File: src/rtl/lw_pkg.sv
package lw_pkg;
  typedef struct packed {
    logic port_evt;
    logic timeout;
    logic pwr_fail;
    logic loop;
    logic resume;
  } irq_bits_t;

  function automatic logic irq_wakes(irq_bits_t b);
    return b.port_evt | (b.resume & (b.timeout | b.pwr_fail | b.loop));
  endfunction
endpackage

File: src/rtl/lw_sync.sv
module lw_sync #(
  parameter int unsigned STAGES  = 2,
  parameter logic        RST_VAL = 1'b1
) (
  input  logic clk_i,
  input  logic rst_ni,
  input  logic d_i,
  output logic q_o
);
  logic [STAGES-1:0] chain_q;

  always_ff @(posedge clk_i or negedge rst_ni) begin
    if (!rst_ni) chain_q <= {STAGES{RST_VAL}};
    else         chain_q <= {chain_q[STAGES-2:0], d_i};
  end

  assign q_o = chain_q[STAGES-1];
endmodule

File: src/rtl/lw_idle_timer.sv
module lw_idle_timer #(
  parameter int unsigned SHORT_CYC = 59,
  parameter int unsigned LONG_CYC  = 1229
) (
  input  logic clk_i,
  input  logic rst_ni,
  input  logic lps_s_i,
  output logic if_rst_o,
  output logic if_en_o
);
  localparam int unsigned CW = $clog2(LONG_CYC + 1);
  localparam logic [CW-1:0] SHORT_V = CW'(SHORT_CYC);
  localparam logic [CW-1:0] LONG_V  = CW'(LONG_CYC);

  logic [CW-1:0] run_q;
  logic          en_q;
  logic          rst_q;

  always_ff @(posedge clk_i or negedge rst_ni) begin
    if (!rst_ni) begin
      run_q <= '0;
      en_q  <= 1'b1;
      rst_q <= 1'b0;
    end else if (lps_s_i) begin
      // link powered: judge the interval that just ended
      rst_q <= (run_q >= SHORT_V) && (run_q < LONG_V);
      run_q <= '0;
      en_q  <= 1'b1;
    end else begin
      rst_q <= 1'b0;
      if (run_q != LONG_V) run_q <= run_q + 1'b1;
      if (run_q >= LONG_V - 1'b1) en_q <= 1'b0;
    end
  end

  assign if_rst_o = rst_q;
  assign if_en_o  = en_q;
endmodule

File: src/rtl/lw_wake_gen.sv
module lw_wake_gen #(
  parameter int unsigned WAKE_DIV = 8
) (
  input  logic              clk_i,
  input  logic              rst_ni,
  input  logic              if_en_i,
  input  logic              lkon_pkt_i,
  input  logic              bus_rst_i,
  input  lw_pkg::irq_bits_t irq_i,
  output logic              lkon_o
);
  localparam int unsigned DW = $clog2(WAKE_DIV);

  logic          pkt_q;
  logic          act_q;
  logic [DW-1:0] div_q;
  logic          irq_cause;

  assign irq_cause = lw_pkg::irq_wakes(irq_i);

  always_ff @(posedge clk_i or negedge rst_ni) begin
    if (!rst_ni) begin
      pkt_q <= 1'b0;
      act_q <= 1'b0;
      div_q <= '0;
    end else begin
      if (if_en_i)         pkt_q <= 1'b0;
      else if (lkon_pkt_i) pkt_q <= 1'b1;
      else if (bus_rst_i)  pkt_q <= 1'b0;

      act_q <= !if_en_i && (pkt_q || irq_cause);

      if (!act_q) div_q <= '0;
      else        div_q <= div_q + 1'b1;
    end
  end

  assign lkon_o = act_q & div_q[DW-1];
endmodule

File: src/rtl/link_wake_ctrl.sv
module link_wake_ctrl #(
  parameter int unsigned SHORT_CYC = 59,
  parameter int unsigned LONG_CYC  = 1229,
  parameter int unsigned WAKE_DIV  = 8,
  parameter int unsigned SYNC_STG  = 2
) (
  input  logic clk_i,
  input  logic rst_ni,
  input  logic lps_i,
  input  logic lkon_pkt_i,
  input  logic bus_rst_i,
  input  logic port_evt_i,
  input  logic timeout_i,
  input  logic pwr_fail_i,
  input  logic loop_i,
  input  logic resume_int_i,
  output logic if_rst_o,
  output logic if_en_o,
  output logic lkon_o
);
  logic              lps_s;
  lw_pkg::irq_bits_t irq;

  assign irq = '{port_evt: port_evt_i, timeout: timeout_i,
                 pwr_fail: pwr_fail_i, loop: loop_i, resume: resume_int_i};

  lw_sync #(.STAGES(SYNC_STG), .RST_VAL(1'b1)) u_sync (
    .clk_i(clk_i), .rst_ni(rst_ni), .d_i(lps_i), .q_o(lps_s)
  );

  lw_idle_timer #(.SHORT_CYC(SHORT_CYC), .LONG_CYC(LONG_CYC)) u_timer (
    .clk_i(clk_i), .rst_ni(rst_ni), .lps_s_i(lps_s),
    .if_rst_o(if_rst_o), .if_en_o(if_en_o)
  );

  lw_wake_gen #(.WAKE_DIV(WAKE_DIV)) u_wake (
    .clk_i(clk_i), .rst_ni(rst_ni), .if_en_i(if_en_o),
    .lkon_pkt_i(lkon_pkt_i), .bus_rst_i(bus_rst_i), .irq_i(irq),
    .lkon_o(lkon_o)
  );
endmodule

File: config.mk
export PLATFORM = sky130hd
export DESIGN_NAME = link_wake_ctrl
export DESIGN_NICKNAME = d
export VERILOG_FILES = /design/src/rtl/lw_pkg.sv /design/src/rtl/lw_sync.sv /design/src/rtl/lw_idle_timer.sv /design/src/rtl/lw_wake_gen.sv /design/src/rtl/link_wake_ctrl.sv
export SDC_FILE = /design/constraint.sdc
export NUM_CORES = 1
export LEC_CHECK = 0
export BUFFER_PORTS_ARGS = -buffer_cell sky130_fd_sc_hd__clkbuf_2
export CELL_PAD_IN_SITES_DETAIL_PLACEMENT = 2
export CELL_PAD_IN_SITES_GLOBAL_PLACEMENT = 2
export CORE_MARGIN = 5
export CORE_UTILIZATION = 33
export CTS_BUF_LIST = sky130_fd_sc_hd__clkbuf_8
export CTS_CLUSTER_DIAMETER = 150
export DETAILED_ROUTE_END_ITERATION = 10
export GPL_TIMING_DRIVEN = 0
export PLACE_DENSITY = 0.83
export SLEW_MARGIN = 20
export SYNTH_ARGS = -nofsm -noshare
export SYNTH_HDL_FRONTEND = slang
export SYNTH_SLANG_ARGS = --single-unit
export TNS_END_PERCENT = 100
File: constraint.sdc
create_clock -name clk_i -period 2.1 [get_ports clk_i]
set_input_delay 0.21 -clock clk_i [delete_from_list [all_inputs] [get_ports clk_i]]
set_output_delay 0.21 -clock clk_i [all_outputs]
set_load 0.02 [all_outputs]
# Word-level counts from Yosys, hierarchy flattened
# Cells that the tools add are included.
# word_totals
regBits	20
latch_bits	0
ram_bits	0
rom_bits	0
elab_cells	34
mem_count	0
# op_classes
add_sub_neg	2
multipliers	0
n_div	0
order_cmp	3
eq_ne	1
shift	0
n_mux	9
bitwise	5
n_reduce_logical	7
# ops
cell	n
$mux 11	2
$add 11x1->11 const B	1
$ge 11x11->1 const B	1
$ge 11x6->1 const B	1
$lt 11x11->1 const B	1
$ne 11x11->1 const B	1
$mux 1	6
$reduce_bool 2->1	2
$add 3x1->3 const B	1
$mux 3	1
$or 1x1->1	3
$reduce_bool 3->1	1
$and 1x1->1	2
$logic_and 1x1->1	2
$logic_not 1->1	1
$logic_or 1x1->1	1

# Longest topological paths before layout
# Gate-level depths: netlist (run 1).
# depth
depth_word	6
mapped_depth	5

# By module
# Synthesis (run 1) repeated with hierarchy kept, for this count alone.
# unflattened
hier_cells	103
area_unflattened_um2	1031.0
# modules_own_cells
mod	instances	cells_per_inst	area_each_um2	seq_area_each_um2
lw_idle_timer	1	84	775.7	326.6
lw_wake_gen	1	17	202.7	125.1
lw_sync	1	2	52.6	52.6

# Least setup slack after synthesis (run 1)
# No wires, ideal clock.
# synth_timing
path_kind	flip-flop to flip-flop
start	register u_timer.run_q[1]
end	register u_timer.run_q[0]
t_arrival_ns	1.355
setup_slack_ns	0.621
path_stages_with_launch	6
path_buffers	0
period_less_slack_ns	1.479
cell_sequence	dfrtp_1 > inv_1 > ha_1 > and2_1 > and4_1 > mux2_2
# synth_via
elab_chain_cells	2
# synth_lines
element	line	rtl
start, declared	lw_idle_timer.sv:15	logic [CW-1:0] run_q;
start signal, assigned	lw_idle_timer.sv:31	if (run_q != LONG_V) run_q <= run_q + 1'b1;
$ne 11x11->1	lw_idle_timer.sv:31	
$reduce_bool 2->1 (no source line)	--	
# Every way passes these cells.
# A chain may end at the register's enable or synchronous reset.

# Worst setup path in the final report (run 1)
# layout_timing
start	register u_timer.run_q[0]
end	register u_timer.run_q[10]
# layout_via
elab_chain_cells	3
elab_cells_between_ends	5
cone_classes	add/sub: 1; eq/ne: 1; mux: 2; reduce/logical: 1
# layout_lines
element	line	rtl
$add 11x1->11	lw_idle_timer.sv:31	
$mux 11	lw_idle_timer.sv:31	
$mux 11	lw_idle_timer.sv:24	end else if (lps_s_i) begin
# Several ways; a longest one is shown, not always the timed one. The select of a mux whose other input is x is not followed.

==> flow_metrics.tcl, run 1 <==
set metrics [dict create \
    synth_fp_nets 115 \
    drv_slew 0 \
    die_h_um 66.4 \
    netlist_area_um2 1050 \
    grt-ovfl-total 0 \
    clockBufferDepth 2 \
    critical_path.endpoint_type "flip-flop" \
    grt_setup_unrepaired "false" \
    row_count 20 \
    wl_um 2700 \
    numCtsBuffers 3 \
    initial_core_util 0.344 \
    dieArea_um2 4410 \
    h-tree-depth 1 \
    vias_per_cell 5.31 \
    tritoncts "yes" \
    synthTopCellsByCount "dfrtp_1 (17), a21oi_1 (9), nor2_1 (7)" \
    hold_viol 0 \
    syn2layout_area_growth_pct 18.7 \
    max-vdd-ir-drop_mv 0.392 \
    clk_pin_slew_ns 0.08 \
    antenna_found_initial 0 \
    yosysMostFrequentCell "dfrtp_1" \
    synthArstFlopShare 1.00 \
    crit_arrival_ns 1.93 \
    syn_area_per_cell_um2 10.4 \
    post-route-min-period_ns 1.74 \
    wl_per_cell_um 16.6 \
    grt_pass1_wl_um 4630 \
    netlist_instances 101 \
    skew_ns 0.00272 \
    hpwl_um 2030 \
    synth_edf_count 0 \
    min_period_over_period 0.828 \
    fmax_mhz 575 \
    cap_violations 0 \
    hold_path.class "primary input to flip-flop" \
    slew-limit-headroom 0.661 \
    layout.nets 133 \
    synth_cell_types 39 \
    die_w_um 66.4 \
    yosys.area.top_type_share 0.405 \
    synth_seq_area_share 0.480 \
    fin_setup_tns_ns 0 \
    yosys_warnings 0 \
    run_status "finished, final reports clean" \
    cts-root-buf "clkbuf_8" \
    p_leak_nw 0.529 \
    path_class "flip-flop to flip-flop" \
    cts.sinks 20 \
    ant_nets 0 \
    drive_above_1_share 0.237 \
    grtUsageTotal 0.139 \
    dp_cells 157 \
    final_cells 162 \
    power.total_uw 837 \
    required_ns 2.29 \
    yosys.area.top_type "dfrtp_1" \
    port_buffers 12 \
    firstDrtPassIters 4 \
    worst_slew_pin_slew_ns 0.509 \
    gp_congestion 0.763 \
    drcViolationCount 0 \
    diodes 0 \
    pwr_density_cell_nw_per_um2 671 \
    grt_max_degree 21 \
    coreArea_um2 3050 \
    ys.flop_type "dfrtp_1" \
    grt_pass1_vias 955 \
    finalSetupViolations 0 \
    pin_count 13 \
    clk_latency_ns 0.26 \
    first_iter_violations 18 \
    critPathMaxFanout 9 \
    num_vias 860 \
    ys_top_cells_by_area "dfrtp_1 (40%), dfstp_2 (7.5%), ha_1 (4.8%), a21oi_1 (4.3%), o31ai_1 (3.6%)" \
    synth_seq_cells 20 \
    startpoint_type "flip-flop" \
]
[layer usage]
metal  wire (um)  up-vias  GRT usage
li1            -      402          -
met1        1130      439      0.159
met2        1420       13      0.249
met3          94        6     0.0340
met4          46        0     0.0457
met5           0        -          0
[cell type report]
class	count	area, um2
fill	357	1810
clock buffer	3	41.3
clock inverter	1	30.0
timing repair buffer	13	70.1
multi-input combinational	72	492
buffer	5	40.0
tap	44	55.1
sequential	20	504
inverter	4	15.0
[timing repair]
| item | in CTS | in global routing |
|---|---|---|
| gates resized for setup | 0 | 0 |
| hold endpoints to repair | 17 | 0 |
| setup buffers | 0 | 0 |
| hold buffers | 1 | 0 |
| setup endpoints to repair | 0 | 0 |
[critical path, stage by stage, from the launching register on]
cell and delay, ns:
dfrtp_1 0.52, ha_1 0.28, nand2_1 0.21, or4_1 0.51, a21oi_1 0.15
[cell families (layout without fill, tap and decap cells)]
logic type	after synthesis	in the layout	synth area share
and+or+nand+nor	37	37	0.210
AOI/OAI and AO/OA	28	28	0.182
DFF	20	20	0.480
buffers and inverters	9	26	0.0524
adders and majority gates	4	4	0.0476
muxes	2	2	0.0202
xor gates and xnor gates	1	1	0.00833
[power by group]
group          internal (mW)  total [mW]  switching, mW
clock network          0.255       0.387          0.133
logic                 0.0183      0.0456         0.0274
registers              0.393       0.404         0.0107
total                  0.666       0.837          0.171
[metrics by stage]
step                      cell area (um2)   util  hold slack [ns]  setup WS [ns]
final                                1250  0.409           0.0279          0.362
after global routing                 1250  0.409           0.0169          0.232
after CTS                            1250  0.409           0.0255          0.350
after detailed placement             1170  0.382            0.200          0.373
after global placement               1170  0.382            0.196          0.458
after floorplan                      1050      -          -0.0856          0.621
[final timing paths]
check	from	end	slack, ns	cells after the start
max in group asynchronous	rst_ni	u_sync.chain_q[1]	1.27	2
min in group asynchronous	rst_ni	u_timer.run_q[6]	0.46	2
worst max register to register	u_timer.run_q[0]	u_timer.run_q[10]	0.36	4
worst max-delay path	u_timer.run_q[0]	u_timer.run_q[10]	0.36	4
worst min register to register	u_sync.chain_q[0]	u_sync.chain_q[1]	0.36	0
worst min-delay path	lps_i	u_sync.chain_q[0]	0.03	1
[flip-flops by register name, indices dropped and copies added (netlist names)]
| name | flops |
|---|---|
| u_wake.act_q | 1 |
| u_wake.pkt_q | 1 |
| u_timer.if_en_o | 1 |
| u_sync.chain_q | 2 |
| u_timer.if_rst_o | 1 |
| u_wake.div_q | 3 |
| u_timer.run_q | 11 |
[layout by cell type (no fill, tap or decap), drive strengths merged, types with 5 or more instances in the layout]
cell	n
nand2	5
and2	5
o31ai	5
nor2	7
dfrtp	17
a21oi	9
clkbuf	16
(Power assumes the default switching activity.)
==> run 2: changes to the inputs <==
Settings changed: ABC_AREA set to 1, PLACE_DENSITY 0.83 to 0.9.
Clock period 2.1 ns to 1.8 ns, I/O delays scaled along.
==> flow_metrics.tcl, run 2 <==
set metrics [dict create \
    cts-root-buf "clkbuf_8" \
    yosys.area.top_type_share 0.386 \
    synthArstFlopShare 1.00 \
    power.total_uw 992 \
    post-route-util 0.399 \
    fillers 382 \
    mostFrequentLayoutCells "nand2_1 (37), inv_1 (21), nor2_1 (18)" \
    vias_per_cell 4.90 \
    yosys.area.top_type "dfrtp_1" \
    grt_setup_unrepaired "false" \
    syn_area_per_cell_um2 7.70 \
    die_h_um 67.8 \
    min_period_over_period 0.803 \
    h-tree-depth 1 \
    gp_congestion 0.766 \
    coreArea_um2 3280 \
    placed_area_um2 1220 \
    num_vias 1014 \
    clockBufferDepth 2 \
    crit_path_cell_trace "ha_1, nand3_2, nor2_4, o21ai_0, a21oi_1" \
    layout_commonest_cell "nand2_1" \
    grt-ovfl-total 0 \
    critical_path.endpoint_type "flip-flop" \
    synth_fp_nets 157 \
    layout.nets 176 \
    critPathMaxFanout 6 \
    pwr_density_cell_nw_per_um2 757 \
    syn2layout_area_growth_pct 19.0 \
    p_leak_nw 0.679 \
    reg_top3 "u_timer.run_q x11, u_wake.div_q x3, u_sync.chain_q x2" \
    cpPeakStageDelay_ns 0.45 \
    clk_pin_slew_ns 0.08 \
    final_cells 207 \
    required_ns 1.99 \
    cp_slowest_cell "dfrtp_1" \
    row_count 21 \
    run_status "finished, final reports clean" \
    post-cts-setup-buffer-count 0 \
    setup_ws_ns 0.354 \
    synth_edf_count 0 \
    pin_count 13 \
    numCtsBuffers 3 \
    yosys_warnings 0 \
    synth_cell_types 20 \
    post-route-min-period_ns 1.45 \
    cap_violations 0 \
    wl_um 3390 \
    largest_reg_flops 11 \
    dieArea_um2 4590 \
    port_buffers 12 \
    diodes 0 \
    synth_seq_area_share 0.458 \
    skew_ns 0.00560 \
    fmax_mhz 692 \
    netlist_area_um2 1100 \
    crit_arrival_ns 1.64 \
    startpoint_type "flip-flop" \
    clk_latency_ns 0.27 \
    yosysMostFrequentCell "nand2_1" \
    grtUsageTotal 0.179 \
    grt_pass1_vias 1206 \
    initial_core_util 0.335 \
    grt_max_degree 21 \
    fin_setup_tns_ns 0 \
    ys.flop_type "dfrtp_1" \
    fin_hold_ws_ns 0.147 \
    finalSetupViolations 0 \
    hpwl_um 2590 \
    tritoncts "yes" \
    slew-limit-headroom 0.634 \
    drive_above_1_share 0.211 \
    firstDrtPassIters 4 \
    max-vdd-ir-drop_mv 0.287 \
    netlist_instances 143 \
    pre_cts_slack_ns 0.403 \
    max_flop_register "u_timer.run_q" \
    ant_nets 0 \
    hold_viol 0 \
    dp_cells 201 \
    path_class "flip-flop to flip-flop" \
    final_area_um2 1310 \
    grt_pass1_wl_um 5930 \
    ys_top_cells_by_area "dfrtp_1 (39%), nand2_1 (13%), dfstp_2 (7.2%), inv_1 (7.2%), nor2_1 (6.1%)" \
    worst_slew_pin_slew_ns 0.548 \
    die_w_um 67.8 \
    synthTopCellsByCount "nand2_1 (37), inv_1 (21), nor2_1 (18)" \
    drv_slew 0 \
    cts.sinks 20 \
    drcViolationCount 0 \
    hold_path.class "primary input to flip-flop" \
    synth_seq_cells 20 \
    first_iter_violations 22 \
    wl_per_cell_um 16.4 \
    antenna_found_initial 0 \
]
==> run 2: layer usage <==
metal  GRT usage  part of all wire  up-vias
met5           0                 0        -
met4       0.111             0.045        0
met3      0.0300             0.016       14
met2       0.299              0.51       13
met1       0.211              0.43      512
li1            -                 -      475
==> run 2: cell type report <==
| type | count | area [um2] | area share |
|---|---|---|---|
| Buffer | 1 | 7.51 | 0.00573 |
| Clock buffer | 3 | 41.3 | 0.0315 |
| Clock inverter | 1 | 30.0 | 0.0229 |
| Inverter | 23 | 88.8 | 0.0678 |
| Multi-Input combinational cell | 99 | 500 | 0.382 |
| Sequential cell | 20 | 504 | 0.385 |
| Tap cell | 46 | 57.6 | 0.0439 |
| Timing Repair Buffer | 14 | 80.1 | 0.0611 |
==> run 2: worst paths after layout <==
| path | depth (start not counted) | from | slack, ns | to |
|---|---|---|---|---|
| hold / removal | 3 | resume_int_i | 0.15 | u_wake.act_q |
| setup reg to reg | 5 | u_timer.run_q[0] | 0.35 | u_timer.run_q[6] |
| setup / recovery | 5 | u_timer.run_q[0] | 0.35 | u_timer.run_q[6] |
| min in group asynchronous | 2 | rst_ni | 0.43 | u_timer.run_q[6] |
| max in group asynchronous | 2 | rst_ni | 1.00 | u_timer.if_en_o |
| hold reg to reg | 0 | u_sync.chain_q[0] | 0.36 | u_sync.chain_q[1] |
==> run 2: cells by family (layout without fill, tap and decap cells) <==
group	after synthesis	count (layout)	share of synthesized area
DFF	20	20	0.458
buffers and inverters	24	42	0.0875
adders and majority gates	4	4	0.0455
and+or+nand+nor	83	83	0.352
AOI/OAI and AO/OA	12	12	0.0568
==> run 2: repair_timing <==
item / in CTS / in global routing
hold buffers: 2 / 0
gates resized for setup: 0 / 0
setup endpoints to repair: 0 / 0
hold endpoints to repair: 18 / 0
==> run 2: report_power, final <==
group          total, mW  switching, mW  internal (mW)
clock network      0.463          0.166          0.297
registers          0.469         0.0108          0.459
logic             0.0591         0.0364         0.0227
total              0.992          0.213          0.779
==> run 2: critical path: cells and delay by family (launching register included) <==
kind,cells,cell delay [ns]
DFF,1,0.45
and+or+nand+nor,2,0.32
AOI/OAI and AO/OA,2,0.31
adders and majority gates,1,0.29
==> run 3: changes to the inputs <==
Settings changed: CORE_UTILIZATION 33 to 31, PLACE_DENSITY 0.9 to 0.88.
Clock period 1.8 ns to 1.2 ns, I/O delays scaled along.
==> flow_metrics.tcl, run 3 (same netlist as run 2, synthesis figures left out) <==
set metrics [dict create \
    numCtsBuffers 3 \
    max-vdd-ir-drop_mv 0.699 \
    swShare 0.222 \
    syn2layout_area_growth_pct 35.2 \
    layout_commonest_cell "nand2_1" \
    row_count 21 \
    use_met2 0.267 \
    crit-reg2reg-launch "u_timer.run_q[1]" \
    diodes 0 \
    clockBufferDepth 2 \
    grtUsageTotal 0.159 \
    num_vias 1047 \
    intPower_mw 1.20 \
    tritoncts "yes" \
    seqPwrFrac 0.459 \
    violations "setup timing" \
    hold_path.class "primary input to flip-flop" \
    required_ns 1.35 \
    grt_pass1_vias 1144 \
    final-seq-area_um2 517 \
    p_clk_frac 0.448 \
    fmax_mhz 753 \
    min_period_over_period 1.11 \
    first_iter_violations 58 \
    drv_slew 0 \
    multi_input_area_um2 588 \
    rr_worst_depth 6 \
    p_switching_uw 342 \
    endpoint "u_timer.run_q[8]" \
    ant_nets 0 \
    rrSetupSlack_ns -0.13 \
    p_leak_nw 0.736 \
    dieArea_um2 4840 \
    max_flop_register "u_timer.run_q" \
    coreArea_um2 3390 \
    reg_top3 "u_timer.run_q x11, u_wake.div_q x3, u_sync.chain_q x2" \
    die_w_um 69.6 \
    gp_congestion 0.763 \
    worst_slew_pin_slew_ns 0.543 \
    pin_count 13 \
    finalSetupViolations 8 \
    rr_endpoint "u_timer.run_q[8]" \
    startpoint_type "flip-flop" \
    hpwl_um 2290 \
    crit_path_cell_trace "ha_4, nand3_4, nor2_4, nand2_1, o21ai_1, nor2_1" \
    cap_violations 0 \
    setup_ws_ns -0.127 \
    run_status "finished with violations" \
    critPathMaxFanout 6 \
    layout.nets 186 \
    largest_reg_flops 11 \
    wl_per_cell_um 18.5 \
    vias_per_cell 4.82 \
    cts-root-buf "clkbuf_8" \
    firstDrtPassIters 4 \
    wl_um 4020 \
    post-route-util 0.439 \
    grt_pass1_wl_um 6000 \
    cts.sinks 20 \
    comb_power_share 0.092 \
    cpPeakStageDelay_ns 0.43 \
    clk_latency_ns 0.26 \
    h-tree-depth 1 \
    met3_usage 0.0174 \
    critical_path.endpoint_type "flip-flop" \
    port_buffers 12 \
    pwr_density_cell_nw_per_um2 1030 \
    hold_viol 0 \
    skew_ns 0.00478 \
    grt-ovfl-total 0 \
    power.total_mw 1.54 \
    mostFrequentLayoutCells "nand2_1 (34), inv_1 (19), nor2_1 (16)" \
    path_class "flip-flop to flip-flop" \
    grt_busiest_layer "met2" \
    use_met1 0.211 \
    antenna_found_initial 0 \
    drcViolationCount 0 \
    cp_slowest_cell "dfrtp_2" \
    clk_pin_slew_ns 0.08 \
    post-route-min-period_ns 1.33 \
    fin_setup_tns_ns -0.400 \
    crit_start "u_timer.run_q[1]" \
    fillers 389 \
    initial_core_util 0.325 \
    crit_arrival_ns 1.48 \
    die_h_um 69.6 \
    grt_max_degree 21 \
    grt_setup_unrepaired "true" \
    slew-limit-headroom 0.638 \
    drive_above_1_share 0.386 \
]
==> run 3: changes by cell type in the layout (fill, tap and decap cells not counted), sizes merged <==
cell and delta:
buf +10
==> run 3: layout make-up <==
type,instances,share of cell area
repair buffers,24,0.107
well taps,46,0.0387
clock inverters,1,0.0202
flip-flops and latches,20,0.347
inverters,23,0.0597
plain buffers,1,0.00504
multi-input cells,99,0.395
clock buffers,3,0.0277
==> run 3: routing by layer <==
| metal | vias to the layer above | part of all wire |
|---|---|---|
| met4 | 0 | 0.018 |
| met3 | 4 | 0.0057 |
| met1 | 535 | 0.45 |
| met5 | - | 0 |
| met2 | 7 | 0.52 |
| li1 | 501 | - |
==> run 3: repair_timing <==
item                                    in CTS  in global routing
endpoints found under the hold margin       18                  0
hold buffers                                 2                  0
endpoints found under the setup margin      12                 13
buffers inserted                             4                  6
pin swaps                                    6                  8
gates resized for setup                     15                 17
==> run 3: how the worst min path moves through the flow <==
stage	from	to	slack, ns	cells after the start
detailed placement	rst_ni	u_timer.run_q[1]	0.13	1
global placement	rst_ni	u_timer.run_q[1]	0.11	1
finish	resume_int_i	u_wake.act_q	0.1	3
global route	resume_int_i	u_wake.act_q	0.10	3
floorplan	rst_ni	u_timer.if_rst_o	-0.18	0
CTS	lkon_pkt_i	u_wake.pkt_q	0.08	3
==> run 3: critical path: cells and delay by family (launching register included) <==
family | cells | cell delay [ns]
flip-flops | 1 | 0.43
AO/OA/AOI/OAI | 1 | 0.15
AND/OR/NAND/NOR | 4 | 0.45
adder cells (fa/ha/maj) | 1 | 0.19
==> run 3: through the flow <==
stage / hold slack (ns) / setup WS, ns / cells / area, um2
floorplan: -0.176 / 0.0384 / 143 / 1100
global placement: 0.115 / -0.0774 / 201 / 1220
detailed placement: 0.133 / -0.140 / 201 / 1220
CTS: 0.0785 / -0.0599 / 211 / 1400
global route: 0.103 / -0.204 / 217 / 1490
finish: 0.0967 / -0.127 / 217 / 1490
==> run 3: power by group through the flow <==
| stage | clock [mW] | combinational (mW) | sequential, mW |
|---|---|---|---|
| floorplan | 0 | 0.0414 | 0.711 |
| global placement | 0 | 0.0764 | 0.715 |
| detailed placement | 0 | 0.0832 | 0.716 |
| CTS | 0.703 | 0.118 | 0.709 |
| global route | 0.742 | 0.157 | 0.709 |
| finish | 0.690 | 0.142 | 0.707 |
